**config.mk**
```make
export PLATFORM = sky130hd
export DESIGN_NAME = byte_cpu_seq
export DESIGN_NICKNAME = d
export VERILOG_FILES = /design/src/rtl/cpu_seq_pkg.sv /design/src/rtl/cpu_jump_cond.sv /design/src/rtl/cpu_regfile.sv /design/src/rtl/byte_cpu_seq.sv
export SDC_FILE = /design/constraint.sdc
export NUM_CORES = 1
export LEC_CHECK = 0
export CAP_MARGIN = 10
export CORE_MARGIN = 3
export CORE_UTILIZATION = 65
export CTS_CLUSTER_DIAMETER = 100
export DETAILED_ROUTE_END_ITERATION = 8
export DONT_BUFFER_PORTS = 1
export GPL_TIMING_DRIVEN = 0
export PLACE_DENSITY = 0.84
export REMOVE_ABC_BUFFERS = 1
export SLEW_MARGIN = 20
export SYNTH_ARGS = -nofsm -noshare
export SYNTH_HDL_FRONTEND = slang
export SYNTH_SLANG_ARGS = --single-unit
```
**constraint.sdc**
```tcl
create_clock -name clk_i -period 6.7 [get_ports clk_i]
set_input_delay 1.34 -clock clk_i [delete_from_list [all_inputs] [get_ports clk_i]]
set_output_delay 1.34 -clock clk_i [all_outputs]
set_load 0.02 [all_outputs]
```
**src/rtl/cpu_seq_pkg.sv**
```systemverilog
package cpu_seq_pkg;
  typedef enum logic [2:0] {
    S_FETCH, S_OPC, S_OPA, S_OPD, S_EXEC, S_MEMW, S_HALT
  } seq_state_e;

  // plain class codes
  localparam logic [3:0] C_HLT  = 4'd1;
  localparam logic [3:0] C_LDI  = 4'd2;
  localparam logic [3:0] C_LD   = 4'd3;
  localparam logic [3:0] C_ST   = 4'd4;
  localparam logic [3:0] C_PUSH = 4'd5;
  localparam logic [3:0] C_POP  = 4'd6;
  localparam logic [3:0] C_PRN  = 4'd7;
  localparam logic [3:0] C_PRA  = 4'd8;

  // pc-setting class codes
  localparam logic [3:0] P_CALL = 4'd0;
  localparam logic [3:0] P_RET  = 4'd1;
  localparam logic [3:0] P_JMP  = 4'd4;
  localparam logic [3:0] P_JEQ  = 4'd5;
  localparam logic [3:0] P_JNE  = 4'd6;
  localparam logic [3:0] P_JGT  = 4'd7;
  localparam logic [3:0] P_JLT  = 4'd8;
  localparam logic [3:0] P_JLE  = 4'd9;
  localparam logic [3:0] P_JGE  = 4'd10;

  localparam int FL_EQ = 0;
  localparam int FL_GT = 1;
  localparam int FL_LT = 2;
  localparam int FLW   = 3;
endpackage

```
**src/rtl/cpu_jump_cond.sv**
```systemverilog
module cpu_jump_cond
  import cpu_seq_pkg::*;
(
  input  logic [3:0]     code_i,
  input  logic [FLW-1:0] fl_i,
  output logic           is_jump_o,
  output logic           take_o
);
  always_comb begin
    is_jump_o = 1'b1;
    take_o    = 1'b0;
    case (code_i)
      P_JMP:   take_o = 1'b1;
      P_JEQ:   take_o = fl_i[FL_EQ];
      P_JNE:   take_o = !fl_i[FL_EQ];
      P_JGT:   take_o = fl_i[FL_GT];
      P_JLT:   take_o = fl_i[FL_LT];
      P_JLE:   take_o = fl_i[FL_EQ] | fl_i[FL_LT];
      P_JGE:   take_o = fl_i[FL_EQ] | fl_i[FL_GT];
      default: is_jump_o = 1'b0;
    endcase
  end
endmodule

```
**src/rtl/cpu_regfile.sv**
```systemverilog
module cpu_regfile #(
  parameter int              NREG   = 8,
  parameter int              DW     = 8,
  parameter int              SP_IDX = 7,
  parameter logic [DW-1:0]   SP_RST = 8'hF4,
  localparam int             RW     = $clog2(NREG)
) (
  input  logic          clk_i,
  input  logic          rst_ni,
  input  logic [RW-1:0] ra_a_i,
  output logic [DW-1:0] rd_a_o,
  input  logic [RW-1:0] ra_b_i,
  output logic [DW-1:0] rd_b_o,
  input  logic          we_a_i,
  input  logic [RW-1:0] wa_i,
  input  logic [DW-1:0] wd_a_i,
  input  logic          we_s_i,
  input  logic [DW-1:0] wd_s_i,
  output logic [DW-1:0] sp_o
);
  logic [DW-1:0] regs [NREG];

  for (genvar g = 0; g < NREG; g++) begin : g_reg
    logic [DW-1:0] r_q;
    always_ff @(posedge clk_i or negedge rst_ni) begin
      if (!rst_ni)                          r_q <= (g == SP_IDX) ? SP_RST : '0;
      else if (we_a_i && wa_i == RW'(g))    r_q <= wd_a_i;   // port A wins over SP port
      else if (g == SP_IDX && we_s_i)       r_q <= wd_s_i;
    end
    assign regs[g] = r_q;
  end

  assign rd_a_o = regs[ra_a_i];
  assign rd_b_o = regs[ra_b_i];
  assign sp_o   = regs[SP_IDX];

  AST_SP_PORT_PRIO: assert property (@(posedge clk_i) disable iff (!rst_ni)
    (we_a_i && wa_i == RW'(SP_IDX) && we_s_i) |=> sp_o == $past(wd_a_i));
endmodule

```
**src/rtl/byte_cpu_seq.sv**
```systemverilog
module byte_cpu_seq
  import cpu_seq_pkg::*;
#(
  parameter int            DW     = 8,
  parameter int            AW     = 8,
  parameter int            NREG   = 8,
  parameter logic [DW-1:0] SP_RST = 8'hF4
) (
  input  logic           clk_i,
  input  logic           rst_ni,
  output logic [AW-1:0]  mem_addr_o,
  output logic           mem_we_o,
  output logic [DW-1:0]  mem_wdata_o,
  input  logic [DW-1:0]  mem_rdata_i,
  output logic           alu_valid_o,
  output logic [3:0]     alu_op_o,
  output logic [DW-1:0]  alu_a_o,
  output logic [DW-1:0]  alu_b_o,
  input  logic [DW-1:0]  alu_res_i,
  input  logic           alu_res_we_i,
  input  logic [2:0]     alu_flags_i,
  input  logic           alu_flags_we_i,
  output logic           out_valid_o,
  output logic           out_is_char_o,
  output logic [DW-1:0]  out_data_o,
  output logic           halt_o,
  output logic           err_o
);
  localparam int RW     = $clog2(NREG);
  localparam int SP_IDX = NREG - 1;

  seq_state_e     state_q, state_d;
  logic [AW-1:0]  pc_q, pc_d;
  logic [7:0]     ir_q;
  logic [RW-1:0]  op0_q;
  logic [DW-1:0]  op1_q;
  logic           idx_q;
  logic [FLW-1:0] fl_q;
  logic           err_q, err_d;

  logic [1:0]     cnt;
  logic           is_alu, is_pc;
  logic [3:0]     code;
  assign cnt    = ir_q[7:6];
  assign is_alu = ir_q[5];
  assign is_pc  = ir_q[4];
  assign code   = ir_q[3:0];

  logic [DW-1:0]  rd_a, rd_b, sp;
  logic           rf_we, sp_we;
  logic [DW-1:0]  rf_wd, sp_wd;
  logic           jc_is_jump, jc_take;

  cpu_regfile #(.NREG(NREG), .DW(DW), .SP_IDX(SP_IDX), .SP_RST(SP_RST)) u_rf (
    .clk_i, .rst_ni,
    .ra_a_i(op0_q), .rd_a_o(rd_a),
    .ra_b_i(op1_q[RW-1:0]), .rd_b_o(rd_b),
    .we_a_i(rf_we), .wa_i(op0_q), .wd_a_i(rf_wd),
    .we_s_i(sp_we), .wd_s_i(sp_wd), .sp_o(sp)
  );

  cpu_jump_cond u_jc (.code_i(code), .fl_i(fl_q), .is_jump_o(jc_is_jump), .take_o(jc_take));

  always_comb begin
    state_d       = state_q;
    pc_d          = pc_q;
    err_d         = err_q;
    mem_addr_o    = pc_q;
    mem_we_o      = 1'b0;
    mem_wdata_o   = '0;
    rf_we         = 1'b0;
    rf_wd         = '0;
    sp_we         = 1'b0;
    sp_wd         = sp;
    alu_valid_o   = 1'b0;
    out_valid_o   = 1'b0;
    out_is_char_o = 1'b0;
    out_data_o    = '0;
    case (state_q)
      S_FETCH: state_d = S_OPC;
      S_OPC: begin
        pc_d = pc_q + 1'b1;
        if (mem_rdata_i[7:6] == 2'd3) begin
          err_d   = 1'b1;
          state_d = S_HALT;
        end else if (mem_rdata_i[7:6] == 2'd0) state_d = S_EXEC;
        else                                   state_d = S_OPA;
      end
      S_OPA: state_d = S_OPD;
      S_OPD: begin
        pc_d    = pc_q + 1'b1;
        state_d = (idx_q || cnt == 2'd1) ? S_EXEC : S_OPA;
      end
      S_EXEC: begin
        state_d = S_FETCH;
        if (is_alu) begin
          alu_valid_o = 1'b1;
          rf_we       = alu_res_we_i;
          rf_wd       = alu_res_i;
        end else if (is_pc) begin
          if (code == P_CALL) begin
            sp_we       = 1'b1;
            sp_wd       = sp - 1'b1;
            mem_addr_o  = AW'(sp - 1'b1);
            mem_we_o    = 1'b1;
            mem_wdata_o = DW'(pc_q);
            pc_d        = AW'(rd_a);
          end else if (code == P_RET) begin
            mem_addr_o = AW'(sp);
            state_d    = S_MEMW;
          end else if (jc_is_jump) begin
            if (jc_take) pc_d = AW'(rd_a);
          end else begin
            err_d   = 1'b1;
            state_d = S_HALT;
          end
        end else begin
          case (code)
            C_HLT: state_d = S_HALT;
            C_LDI: begin
              rf_we = 1'b1;
              rf_wd = op1_q;
            end
            C_LD: begin
              mem_addr_o = AW'(rd_b);
              state_d    = S_MEMW;
            end
            C_ST: begin
              mem_addr_o  = AW'(rd_a);
              mem_we_o    = 1'b1;
              mem_wdata_o = rd_b;
            end
            C_PUSH: begin
              sp_we       = 1'b1;
              sp_wd       = sp - 1'b1;
              mem_addr_o  = AW'(sp - 1'b1);
              mem_we_o    = 1'b1;
              mem_wdata_o = rd_a;
            end
            C_POP: begin
              mem_addr_o = AW'(sp);
              state_d    = S_MEMW;
            end
            C_PRN, C_PRA: begin
              out_valid_o   = 1'b1;
              out_is_char_o = (code == C_PRA);
              out_data_o    = rd_a;
            end
            default: begin
              err_d   = 1'b1;
              state_d = S_HALT;
            end
          endcase
        end
      end
      S_MEMW: begin
        state_d = S_FETCH;
        if (is_pc) begin  // RET
          pc_d  = AW'(mem_rdata_i);
          sp_we = 1'b1;
          sp_wd = sp + 1'b1;
        end else begin    // LD or POP; POP into R7 keeps the loaded byte
          rf_we = 1'b1;
          rf_wd = mem_rdata_i;
          if (code == C_POP) begin
            sp_we = 1'b1;
            sp_wd = sp + 1'b1;
          end
        end
      end
      default: state_d = S_HALT;
    endcase
  end

  assign alu_op_o = code;
  assign alu_a_o  = rd_a;
  assign alu_b_o  = (cnt == 2'd2) ? rd_b : '0;
  assign halt_o   = (state_q == S_HALT);
  assign err_o    = err_q;

  always_ff @(posedge clk_i or negedge rst_ni) begin
    if (!rst_ni) begin
      state_q <= S_FETCH;
      pc_q    <= '0;
      ir_q    <= '0;
      op0_q   <= '0;
      op1_q   <= '0;
      idx_q   <= 1'b0;
      fl_q    <= '0;
      err_q   <= 1'b0;
    end else begin
      state_q <= state_d;
      pc_q    <= pc_d;
      err_q   <= err_d;
      if (state_q == S_OPC) begin
        ir_q  <= mem_rdata_i[7:0];
        idx_q <= 1'b0;
      end
      if (state_q == S_OPD) begin
        idx_q <= 1'b1;
        if (!idx_q) op0_q <= mem_rdata_i[RW-1:0];
        else        op1_q <= mem_rdata_i;
      end
      if (state_q == S_EXEC && is_alu && alu_flags_we_i) fl_q <= alu_flags_i;
    end
  end

  AST_HALT_HOLD: assert property (@(posedge clk_i) disable iff (!rst_ni)
    halt_o |=> halt_o);
  AST_HALT_NO_WRITE: assert property (@(posedge clk_i) disable iff (!rst_ni)
    halt_o |-> !mem_we_o && !out_valid_o);
  AST_ERR_HALTS: assert property (@(posedge clk_i) disable iff (!rst_ni)
    err_o |-> halt_o);
  AST_OUT_ONE_CYCLE: assert property (@(posedge clk_i) disable iff (!rst_ni)
    out_valid_o |=> !out_valid_o);
  AST_ALU_ONE_CYCLE: assert property (@(posedge clk_i) disable iff (!rst_ni)
    alu_valid_o |=> !alu_valid_o);
  AST_PUSH_SP_DEC: assert property (@(posedge clk_i) disable iff (!rst_ni)
    (state_q == S_EXEC && !is_alu && !is_pc && code == C_PUSH) |=> sp == $past(sp) - 1'b1);
  AST_OPC_PC_STEP: assert property (@(posedge clk_i) disable iff (!rst_ni)
    (state_q == S_OPC) |=> pc_q == $past(pc_q) + 1'b1);
endmodule

```
* Yosys cells after proc, flatten, opt, wreduce, memory -nomap -nowiden *
Index checks and enable logic that the tools add are counted.

word-level totals
  bits in registers = 99
  logic and storage cells = 192
  output and inout port bits = 50

cells by class
  equality and inequality tests = 41
  reduce and logical (&&, ||, !) cells = 33
  bitwise logic cells = 5
  order comparisons = 2
  mux-type cells = 92
  add/sub/neg operators = 3

operators with widths
  cell                                                 count
  two-way mux 8 bit                                    37
  binary-select mux 8 bit (select 3 bit)               2
  case mux 8 bit (2 select lines)                      3
  two-way mux 1 bit                                    34
  case mux 8 bit (4 select lines)                      1
  two-way mux 3 bit                                    8
  case mux 8 bit (3 select lines)                      1
  equality test 3 bit, second input constant           7
  != test 3 bit, second input constant                 7
  case mux 3 bit (6 select lines)                      1
  adder 8 x 1 -> 8 bit, second input constant          2
  equality test 4 x 3 -> 1 bit, second input constant  4
  AND reduction 7 bit                                  2
  equality test 3 x 2 -> 1 bit, second input constant  4
  equality test 4 bit, second input constant           3
  logical AND 1 bit                                    10
  equality test 4 x 2 -> 1 bit, second input constant  2
  >= comparator 4 bit, second input constant           2
  != test 2 bit, second input constant                 4
  != test 4 x 3 -> 1 bit, second input constant        2
  inverter 3 -> 4 bit                                  2
  OR reduction 2 bit                                   4
  OR reduction 8 bit                                   1
  subtractor 8 x 1 -> 8 bit, second input constant     1
  other kinds (22)                                     32

* Logic depth before layout (Yosys ltp) *
Gate-level depths: netlist (run 1).

  depth in word-level cells = 11
  gate-level depth with buffers = 9
  depth with buffers taken out = 8

* Modules after synthesis *
A second synthesis (run 1) with hierarchy kept.

unflattened totals
  cell total of the unflattened synthesis = 660
  area total of the unflattened synthesis = 7124.3 µm²

by module, submodules not included
  module         instances  cells an instance  area each (µm²)
  cpu_regfile    1          210                3639.7
  byte_cpu_seq   1          435                3395.8
  cpu_jump_cond  1          15                 88.8

* Least setup slack after synthesis (run 1) *
OpenSTA, ideal clock, no wires.

  path kind = reg-to-output
  start point = reg op0_q[1]
  end point = out mem_wdata_o[5]
  stages on the path, launching flop included = 9
  path slack = 2.835 ns
  arrival time = 2.525 ns
  cells stage by stage = dfrtp_1 clkbuf_1 clkbuf_1 buf_2 o32ai_1 a211oi_1 inv_1 o22ai_1 a22o_1

between the ends
  word-level cells in the longest chain between the ends = 8

RTL lines
  element                                                line                 RTL
  start: declaration                                     byte_cpu_seq.sv:35   logic [RW-1:0] op0_q;
  start signal: assignment                               byte_cpu_seq.sv:201  if (!idx_q) op0_q <= mem_rdata_i[RW-1:0];
  inverter 3 -> 4 bit (implied by the code)              cpu_regfile.sv:33    assign rd_a_o = regs[ra_a_i];
  binary-select mux 8 bit (select 3 bit)                 cpu_regfile.sv:33
  two-way mux 8 bit (implied by the code) (2 in series)  cpu_regfile.sv:33
  via alu_a_o[5]                                         byte_cpu_seq.sv:17   output logic [DW-1:0] alu_a_o,
  case mux 8 bit (2 select lines)                        byte_cpu_seq.sv:118  case (code)
  two-way mux 8 bit                                      byte_cpu_seq.sv:100  end else if (is_pc) begin
  two-way mux 8 bit                                      byte_cpu_seq.sv:96   if (is_alu) begin
  two-way mux 8 bit                                      byte_cpu_seq.sv:79   case (state_q)
  end: declaration                                       byte_cpu_seq.sv:13   output logic [DW-1:0] mem_wdata_o,

The timed path passes the listed nets, and every way through them passes these cells. The select of a mux whose other input is x is not followed.

* Worst setup path in the final report (run 1) *
  start point = reg state_q[0]
  end point = out out_data_o[7]

between the ends
  word-level cells in the longest chain between the ends = 2

RTL lines
  element                   line                 RTL
  start: declaration        byte_cpu_seq.sv:32   seq_state_e state_q, state_d;
  start signal: assignment  byte_cpu_seq.sv:192  state_q <= state_d;
  equality test 3 bit       byte_cpu_seq.sv:79
  two-way mux 8 bit         byte_cpu_seq.sv:79
  end: declaration          byte_cpu_seq.sv:25   output logic [DW-1:0] out_data_o,

Every way passes these cells.

==> results summary, run 1 <==
The finished cells cover 7070 µm². The floorplan step set the die height to about 110 µm. The die width is between 100 and 150 µm. The type of the worst setup path is register to primary output.

The flow ran to the end, and the final reports show no timing, DRC or antenna violations. By count the netlist is led by sky130_fd_sc_hd__dfrtp_1, sky130_fd_sc_hd__nor2_1, sky130_fd_sc_hd__a21oi_1. The floorplan die area came out at about 12000 µm². The buffer type at the clock tree root is sky130_fd_sc_hd__clkbuf_8.

The wire length of the first global-routing pass is 32600 µm. The maximum clock frequency is 204 MHz. The initial standard-cell utilization of the core is 0.669. The leftover overflow at the end of global routing came out at 0. The actual slew at the worst max-slew pin is 1070 ps. After detailed routing, the average wire length per cell comes to around 24 µm. The cell leakage power came out at between 2 and 3 nW. In this run the deepest clock path goes through 2 buffers. The first routing iteration left 789 violations. The worst register-to-register path ends at u_rf.g_reg[1].r_q[7].

The count of cells along the worst hold path is 2. Of all cell types, the one taking the most synthesized area is sky130_fd_sc_hd__dfrtp_1. The number of standard cells in the layout, taps in and fillers out is roughly 860.

The yosys synthesis warning count is 0. The fraction of post-synthesis cell area in the top cell type by area came out at 0.340. Using the TritonRoute via totals, the vias-per-cell ratio works out to around 7.3. For this design the top-level I/O count stands at 73.

The cell with the most instances after synthesis is sky130_fd_sc_hd__dfrtp_1. The worst slew margin relative to its limit came out at 0.281. For this run, the slowest stage of the critical path takes 880 ps. The worst hold margin came out at between 500 and 600 ps.

The final layout contains routed wiring with a total length of 20900 µm. STA puts the critical path data required time at between 5000 and 6000 ps. Max-cap violations in this run came to 0. On the critical path, the stage with the largest delay is an instance of sky130_fd_sc_hd__or4b_1. The number of different library cells in the post-synthesis netlist is 74. The number of instances in the synthesized netlist came out at approximately 760. The worst hold path begins at u_rf.g_reg[6].r_q[4]. The launching point of the worst reg2reg path is state_q[0]. In this run the cell area of the synthesized design comes to about 6900 µm². The worst setup path is captured at a primary output.

Along the worst path, the maximum fanout reaches 28. The number of endpoints failing setup at the final stage came out at 0. STA puts the critical path data arrival time at about 3600 ps.

The synthesis-to-finish area growth came out at 2.37%. The count of buffers inserted at the top-level ports came out at 0. Across the VDD grid, the largest voltage drop is roughly 110 µV. The detailed-route DRC error count is 0.

The worst setup timing slack at the placement stage came out at 2250 ps. For this design, the CTS-stage hold fixing added 0 buffers. The number of buffers created by CTS is 9. The multi-input combinational cells in the finished layout cover a total of approximately 4100 µm².

The share of final-layout standard cells stronger than drive strength 1 came out at 0.147. Once the clock tree was built, the setup fixing pass inserted 0 buffers. The clock network latency to the later pin of the worst-skew pair came out at 380 ps. The net count of the finished layout is around 740. The smallest clock period supported by the final layout is computed as between 4000 and 5000 ps. The most used flip-flop cell after synthesis is sky130_fd_sc_hd__dfrtp_1.

The number of inserted diodes is 0. The final number of hold-violating endpoints came to 0. By area the synthesized netlist is led by sky130_fd_sc_hd__dfrtp_1, sky130_fd_sc_hd__mux4_2, sky130_fd_sc_hd__a21oi_1. The post-DP HPWL is between 10000 and 15000 µm. Summed over all failing endpoints, the final setup total negative slack is 0 ps. The most numerous cell type found on the critical path is sky130_fd_sc_hd__nor2_1. The category of the worst setup path launch point is a register. The clock-pin slew reported for the worst setup and hold paths after clock tree synthesis came out at between 100 and 150 ps. The post-synthesis average cell area is 9.08 µm². In this run the standard cell core region covers just over 10000 µm². The number of cells on the worst reg-to-reg path is 6.

Routability-driven placement finished with a final weighted congestion of roughly 1. The number of resized instances in the post-cts repair step is 0. The final setup slack of the worst path is between 1500 and 2000 ps. Traced cell by cell, the critical path runs through or4b_1 > nor2_1 > nand2_1 > nor2_1. The overall routing resource usage is 0.356. The number of flops mapped to enable cells by yosys is 0. Counting the fill cells in the layout gives just under 800. The row count is 37. The count of nets left with antenna violations once routing finished came out at 0. The cell area power density came out at between 150 and 200 nW/µm². Once placement finished, the instance area stood at 6830 µm². The sink of the worst hold path is u_rf.g_reg[6].r_q[4].

Setup repair after global routing left no endpoint under its margin. The number of max-slew violations in the final report is 0. The register-to-register path setup slack is ~3000 ps. The source of the critical timing path is state_q[0].

The worst hold path belongs to the class register to register. The initial antenna violation count came out at 0. Synthesis inferred 99 register bits. The sequential fraction of the synthesis area is 0.359.

The pin count of the biggest net entering global routing is 100. The via total after detailed routing came out at 6230. In the final layout, flip-flops and latches occupy 2490 µm². The via count of the first global-routing pass was ~6000. The clock arrives with roughly 14 ps of skew. The portion of the clock cycle consumed by the worst path in the final layout came out at 0.731. The CTS sink count came out at between 90 and 100.

The async set-or-reset flop fraction in the synthesized netlist is 1.00. The CTS tree is done. The count of H-tree levels built during CTS is 3. The number of detailed-routing iterations run before antenna repair is 7.

Once placement completed, the tool counted placed cells totaling between 800 and 900.
## layout by cell type, fill, tap and decap left out, types with 7 or more instances in the layout
cell                       netlist  layout
sky130_fd_sc_hd__dfrtp_1        94      87
sky130_fd_sc_hd__nor2_1         85      85
sky130_fd_sc_hd__a21oi_1        68      68
sky130_fd_sc_hd__nand2_1        63      63
sky130_fd_sc_hd__o21ai_0        63      63
sky130_fd_sc_hd__mux2i_1        29      29
sky130_fd_sc_hd__mux2_2         26      26
sky130_fd_sc_hd__mux4_2         25      25
sky130_fd_sc_hd__inv_1          23      23
sky130_fd_sc_hd__nand2b_1       16      16
sky130_fd_sc_hd__xor2_1         12      12
sky130_fd_sc_hd__nand3_1        12      12
sky130_fd_sc_hd__nor3_1         13      12
sky130_fd_sc_hd__o22ai_1        11      11
sky130_fd_sc_hd__clkbuf_8        0       9
sky130_fd_sc_hd__a222oi_1        8       8
sky130_fd_sc_hd__nor4_1          7       7
sky130_fd_sc_hd__xnor2_1         7       7
sky130_fd_sc_hd__nor2b_1         7       7
sky130_fd_sc_hd__o221ai_1        7       7
sky130_fd_sc_hd__a22o_1          7       7
sky130_fd_sc_hd__dfrtp_2         0       7
## worst max-delay path: cells and delay by family (launching register included)
family | cells | cell delay [ps]
simple gates | 4 | 2420
flops | 1 | 760
## how the worst max path moves through the flow
stage and endpoint:
3_5_place_dp mem_addr_o[2], 5_1_grt out_data_o[1], 6_report out_data_o[7], 2_1_floorplan mem_wdata_o[5], 4_1_cts mem_addr_o[2], 3_3_place_gp mem_addr_o[7]
## per-stage QoR
step	power [mW]	utilization
after CTS	1.10	0.683
final	1.10	0.685
after global placement	0.663	0.657
after global routing	1.13	0.685
after floorplan	0.651	-
after detailed placement	0.665	0.662
## layer usage
layer / routed length [µm] / vias to the layer above / global-route usage / share of wire
li1: - / 2710 / - / -
met1: 7740 / 3015 / 0.456 / 0.37
met2: 9930 / 430 / 0.564 / 0.48
met3: 2270 / 75 / 0.0770 / 0.11
met4: 936 / 0 / 0.195 / 0.045
met5: 0 / - / 0 / 0
## state kept, by name (all words and copies together) (netlist names)
register and count:
op1_q 8, u_rf.g.r_q 56, fl_q 3, pc_q 8, err_o 1, u_rf.sp_o 8, op0_q 3, idx_q 1
state_q 3, ir_q 8
## final cells by class
type                       count  area share
sequential                    99       0.352
timing repair buffer           8     0.00637
clock buffer                   9      0.0175
inverter                      23      0.0122
tap                          136      0.0241
multi-input combinational    573       0.574
clock inverter                 7      0.0140
## power breakdown
group          total [mW]  switching, mW  leakage (nW)  internal (mW)
Sequential          0.619         0.0187          1.26          0.600
Combinational      0.0357         0.0169          1.45         0.0187
Clock               0.445          0.231         0.116          0.215
Total                1.10          0.266          2.83          0.833
## cell families (layout without fill, tap and decap cells)
logic type | Yosys count | in the layout | synth area share
buffers and inverters | 89 | 47 | 0.0558
AOI/OAI and AO/OA | 225 | 225 | 0.210
adders and majority gates | 6 | 6 | 0.0105
muxes | 80 | 80 | 0.166
DFF | 99 | 99 | 0.359
xor gates and xnor gates | 19 | 19 | 0.0241
and+or+nand+nor | 243 | 243 | 0.174
Note: power is estimated with default switching activity, not from simulation.
==> inputs of run 2 (changes only) <==
Settings changed: ABC_AREA set to 1, CORE_UTILIZATION 65 to 59, PLACE_DENSITY 0.84 to 0.81.
Clock period 6.7 ns to 4.2 ns, I/O delays scaled along.
==> results summary, run 2 <==
The design internal power came out at 1.49 mW (+79%). The maximum cell stage delay along the critical path is 760 ps (-120 ps). The starting DRC count in detailed routing is 1160 (+47%). The sequential share of power came to 0.498 (-0.065). The die width is 117 µm (+7.4%). The setup path with the least slack is of type register to primary output. The overall routing resource usage is 0.362 (+0.00606). The via total after detailed routing came out at 7816 (+25%). In this run the critical register-to-register path is launched from state_q[0]. The most numerous cell type found on the critical path is sky130_fd_sc_hd__nor2_1. The synthesis-to-finish area growth came out at 4.44%. sky130_fd_sc_hd__dfrtp_1 takes more of the synthesized area than any other cell. The clock network latency to the later pin of the worst-skew pair is 360 ps (-20 ps). The share of final-layout standard cells stronger than drive strength 1 was 0.0437 (-0.104). The commonest cells after synthesis are sky130_fd_sc_hd__nand2_1, sky130_fd_sc_hd__inv_1, sky130_fd_sc_hd__o21ai_0. The footprint of the multi-input gates came out at 4020 µm² (-0.80%). Setup repair after global routing left no endpoint under its margin. The number of resized instances in the post-cts repair step came out at 0 (unchanged). The register bit count reported by yosys is 99 (unchanged). sky130_fd_sc_hd__nand2_1 is the most common cell in the netlist. The max-capacitance violation count is 0 (unchanged).

The detail-routed net length per standard cell is 18.5 µm (-24%). The maximum fanout along the worst path is 15 (-46%). The area of the placeable core is 11800 µm² (+14%). The cell leakage power was 3.86 nW (+36%). The register-to-register path setup slack came out at 1300 ps (-1740 ps).

The portion of the clock cycle consumed by the worst path in the final layout came out at 0.975. The post-DP HPWL came out at 17500 µm (+21%). Leaving out fill and tap cells, the most frequent cell in the layout is sky130_fd_sc_hd__nand2_1.

The async set-or-reset flop fraction in the synthesized netlist was 1.00 (unchanged). The critical path goes through inv_1 > nand2_1 > nor2_1 > nor2_1 > nand3_1 > nand2_1 > nor2_1 > o21ai_0 > o21ai_0. The post-cts hold buffer count is 0 (unchanged). The sequential fraction of the synthesis area came out at 0.340 (-0.0191). The net switching power came out at 0.422 mW (+59%). In the post-synthesis netlist, the biggest area contributors are sky130_fd_sc_hd__dfrtp_1, sky130_fd_sc_hd__nand2_1, sky130_fd_sc_hd__o21ai_0. The boundary pin count was 73 (unchanged). The maximum vdd drop came out at 303 µV (+170%). The count of H-tree levels built during CTS is 3 (unchanged). In this run the worst hold path is classified as input port to async pin.

The via-per-instance ratio is 5.97 (-18%). The critical path capture point is mem_wdata_o[1]. The worst clock skew came to 11.6 ps (-2.23 ps). The vertical extent of the die came out at 117 µm (+7.4%).

The yosys synthesis warning count came out at 0 (unchanged). The master of the slowest instance on the critical path is sky130_fd_sc_hd__dfrtp_1. The number of max-slew violations in the final report came out at 0 (unchanged). The floorplan die area came to 13700 µm² (+15%). TritonCTS built the clock tree. The remaining number of nets flagged by the antenna check after routing came out at 0 (unchanged).

The post-layout total power came out at 1.91 mW (+74%). The leftover overflow at the end of global routing came out at 0 (unchanged). The area taken by flip-flops and latches is 2490 µm² (-0.10%).

The CTS sink count is 99 (unchanged). The proportion of power drawn by the clock network is 0.498 (+0.093). The cell area power density came out at 251 nW/µm² (+61%). The actual slew at the worst max-slew pin is 999 ps (-68.9 ps). The clock-pin slew reported for the worst setup and hold paths after clock tree synthesis was 70 ps (-40 ps). The total number of cells along the worst setup path came out at 9 (+5). The top cell types in the final layout, fill and taps aside, are sky130_fd_sc_hd__nand2_1, sky130_fd_sc_hd__inv_1, sky130_fd_sc_hd__o21ai_0, sky130_fd_sc_hd__nand3_1, sky130_fd_sc_hd__nor2_1. STA classifies the critical path startpoint as a register. The maximum buffer depth of the clock tree was 2 (unchanged).

The number of inserted diodes is 0 (unchanged). The terminus of the critical flop-to-flop path is u_rf.g_reg[3].r_q[7]. The global placement routability congestion came to 1.02 (+1.9%).

The switching part of the total power came to 0.221 (-0.0213). The data required time of the critical path is 3360 ps (-2000 ps). The logic depth of the worst register-to-register path is 10 (+4). The worst slew margin relative to its limit came out at 0.332 (+0.0510). The register containing the most flip-flops in the final layout is u_rf.g.r_q. The fraction of post-synthesis cell area in the top cell type by area is 0.322 (-0.0181). The post-synthesis average cell area is 6.18 µm² (-32%). The number of endpoints failing setup at the final stage is 0 (unchanged). The combinational share of power is 0.003 (-0.029). The number of fill cells in the layout came to 1138 (+44%).

The pin count of the biggest net entering global routing came to 100 (unchanged). The number of flops mapped to enable cells by yosys was 0 (unchanged). The flow ran to the end, and the final reports show no timing, DRC or antenna violations.

The final number of hold-violating endpoints came to 0 (unchanged). The worst hold margin was 171 ps (-348 ps). The row count came out at 39 (+5.4%). The root buffer cell chosen for the clock tree is sky130_fd_sc_hd__clkbuf_16. The critical path capture point type is a primary output. The count of buffers inserted at the top-level ports is 0 (unchanged).

The initial antenna violation count came to 1 (+1). The via count of the first global-routing pass is 7036 (+17%). The number of instances in the synthesized netlist is 1180 (+55%). The number of detailed-routing iterations run before antenna repair is 5 (-2). The initial standard-cell utilization of the core came to 0.620 (-0.0488).

The maximum clock frequency is roughly 240 MHz. The critical path data arrival time came out at 3260 ps (-300 ps). The number of buffers created by CTS came out at 9 (unchanged). The cell family contributing the most delay on the critical path is simple AND/OR/NAND/NOR gates. The number of buffer and inverter instances along the worst setup path came out at 1 (+1).

The commonest register cell after synthesis is sky130_fd_sc_hd__dfrtp_1. The number of different library cells in the post-synthesis netlist came out at 35 (-53%). The final period demand of the worst path is approximately 4100 ps. The area of the mapped netlist came to 7300 µm² (+5.6%).

In this run the worst setup path begins at op0_q[1]. The flip-flop count of the largest register, all copies and words added is 56 (unchanged). The final wirelength was 24200 µm (+16%).

The detailed-route DRC error count is 0 (unchanged). The number of buffers inserted to repair setup after CTS came out at 0 (unchanged). The wire length of the first global-routing pass came out at 37700 µm (+16%). The number of nets in the finished design is 1168 (+57%).
[run 2: changes by cell type after synthesis, sizes merged, moves of 23 or more]
cell   before  now
mux4       25    0
mux2       26    3
a21oi      70   38
o21ai      64  140
nand3      13  137
mux2i      29    0
inv        23  148
nand2      63  402
[run 2: kinds of logic (layout without fill, tap and decap cells)]
kind of cell               count (synthesis)  after routing  synth area share
xor gates and xnor gates                   6              6           0.00720
adders and majority gates                  5              5           0.00857
buffers and inverters                    201            166             0.109
DFF                                       99             99             0.340
AOI/OAI and AO/OA                        200            200             0.144
and+or+nand+nor                          666            666             0.386
muxes                                      3              3           0.00463
[run 2: how the worst min path moves through the flow]
stage | start | endpoint | cells after the start
after floorplan | ir_q[6] | ir_q[6] | 2
after global placement | u_rf.g_reg[5].r_q[0] | u_rf.g_reg[5].r_q[0] | 2
after detailed placement | u_rf.g_reg[2].r_q[3] | u_rf.g_reg[2].r_q[3] | 2
after CTS | rst_ni | u_rf.g_reg[5].r_q[6] | 0
after global routing | rst_ni | u_rf.g_reg[0].r_q[6] | 0
final | rst_ni | u_rf.g_reg[5].r_q[6] | 0
[run 2: area by class of cell]
class / count / area share
Clock buffer: 9 / 0.0296
Clock inverter: 7 / 0.0144
Inverter: 150 / 0.0744
Multi-Input combinational cell: 880 / 0.528
Sequential cell: 99 / 0.327
Tap cell: 164 / 0.0269
[run 2: worst register-to-register path, cell delays in order, from the launching register on]
cell	delay, ps
sky130_fd_sc_hd__dfrtp_1	380
sky130_fd_sc_hd__inv_1	140
sky130_fd_sc_hd__nor2_1	80
sky130_fd_sc_hd__nand2_1	440
sky130_fd_sc_hd__inv_2	290
sky130_fd_sc_hd__nand2_1	300
sky130_fd_sc_hd__o21ai_0	120
sky130_fd_sc_hd__a21oi_1	690
sky130_fd_sc_hd__inv_1	130
sky130_fd_sc_hd__nand2_1	100
sky130_fd_sc_hd__o21ai_0	80
[run 2: routing by layer]
layer	GRT usage	part of all wire
met4	0.135	0.033
met1	0.522	0.43
met3	0.0812	0.11
met2	0.534	0.43
met5	0	0.00033
[run 2: per-stage QoR]
stage	cell area [µm²]	std cells	TNS [ps]	util	setup slack, ps
3_3_place_gp	7270	1293	-88.3	0.618	-88.3
6_report	7620	1309	0	0.648	104
4_1_cts	7610	1309	0	0.647	108
2_1_floorplan	7070	1129	0	-	970
3_5_place_dp	7270	1293	0	0.618	504
5_1_grt	7620	1309	0	0.648	28.2
[run 2: power groups by stage]
| stage | registers [mW] | logic (mW) | clock network, mW |
|---|---|---|---|
| 2_1_floorplan | 0.972 | 0.00316 | 0 |
| 6_report | 0.953 | 0.00637 | 0.952 |
| 3_5_place_dp | 0.971 | 0.00609 | 0 |
| 3_3_place_gp | 0.971 | 0.00600 | 0 |
| 5_1_grt | 0.952 | 0.00692 | 0.993 |
| 4_1_cts | 0.952 | 0.00615 | 0.959 |
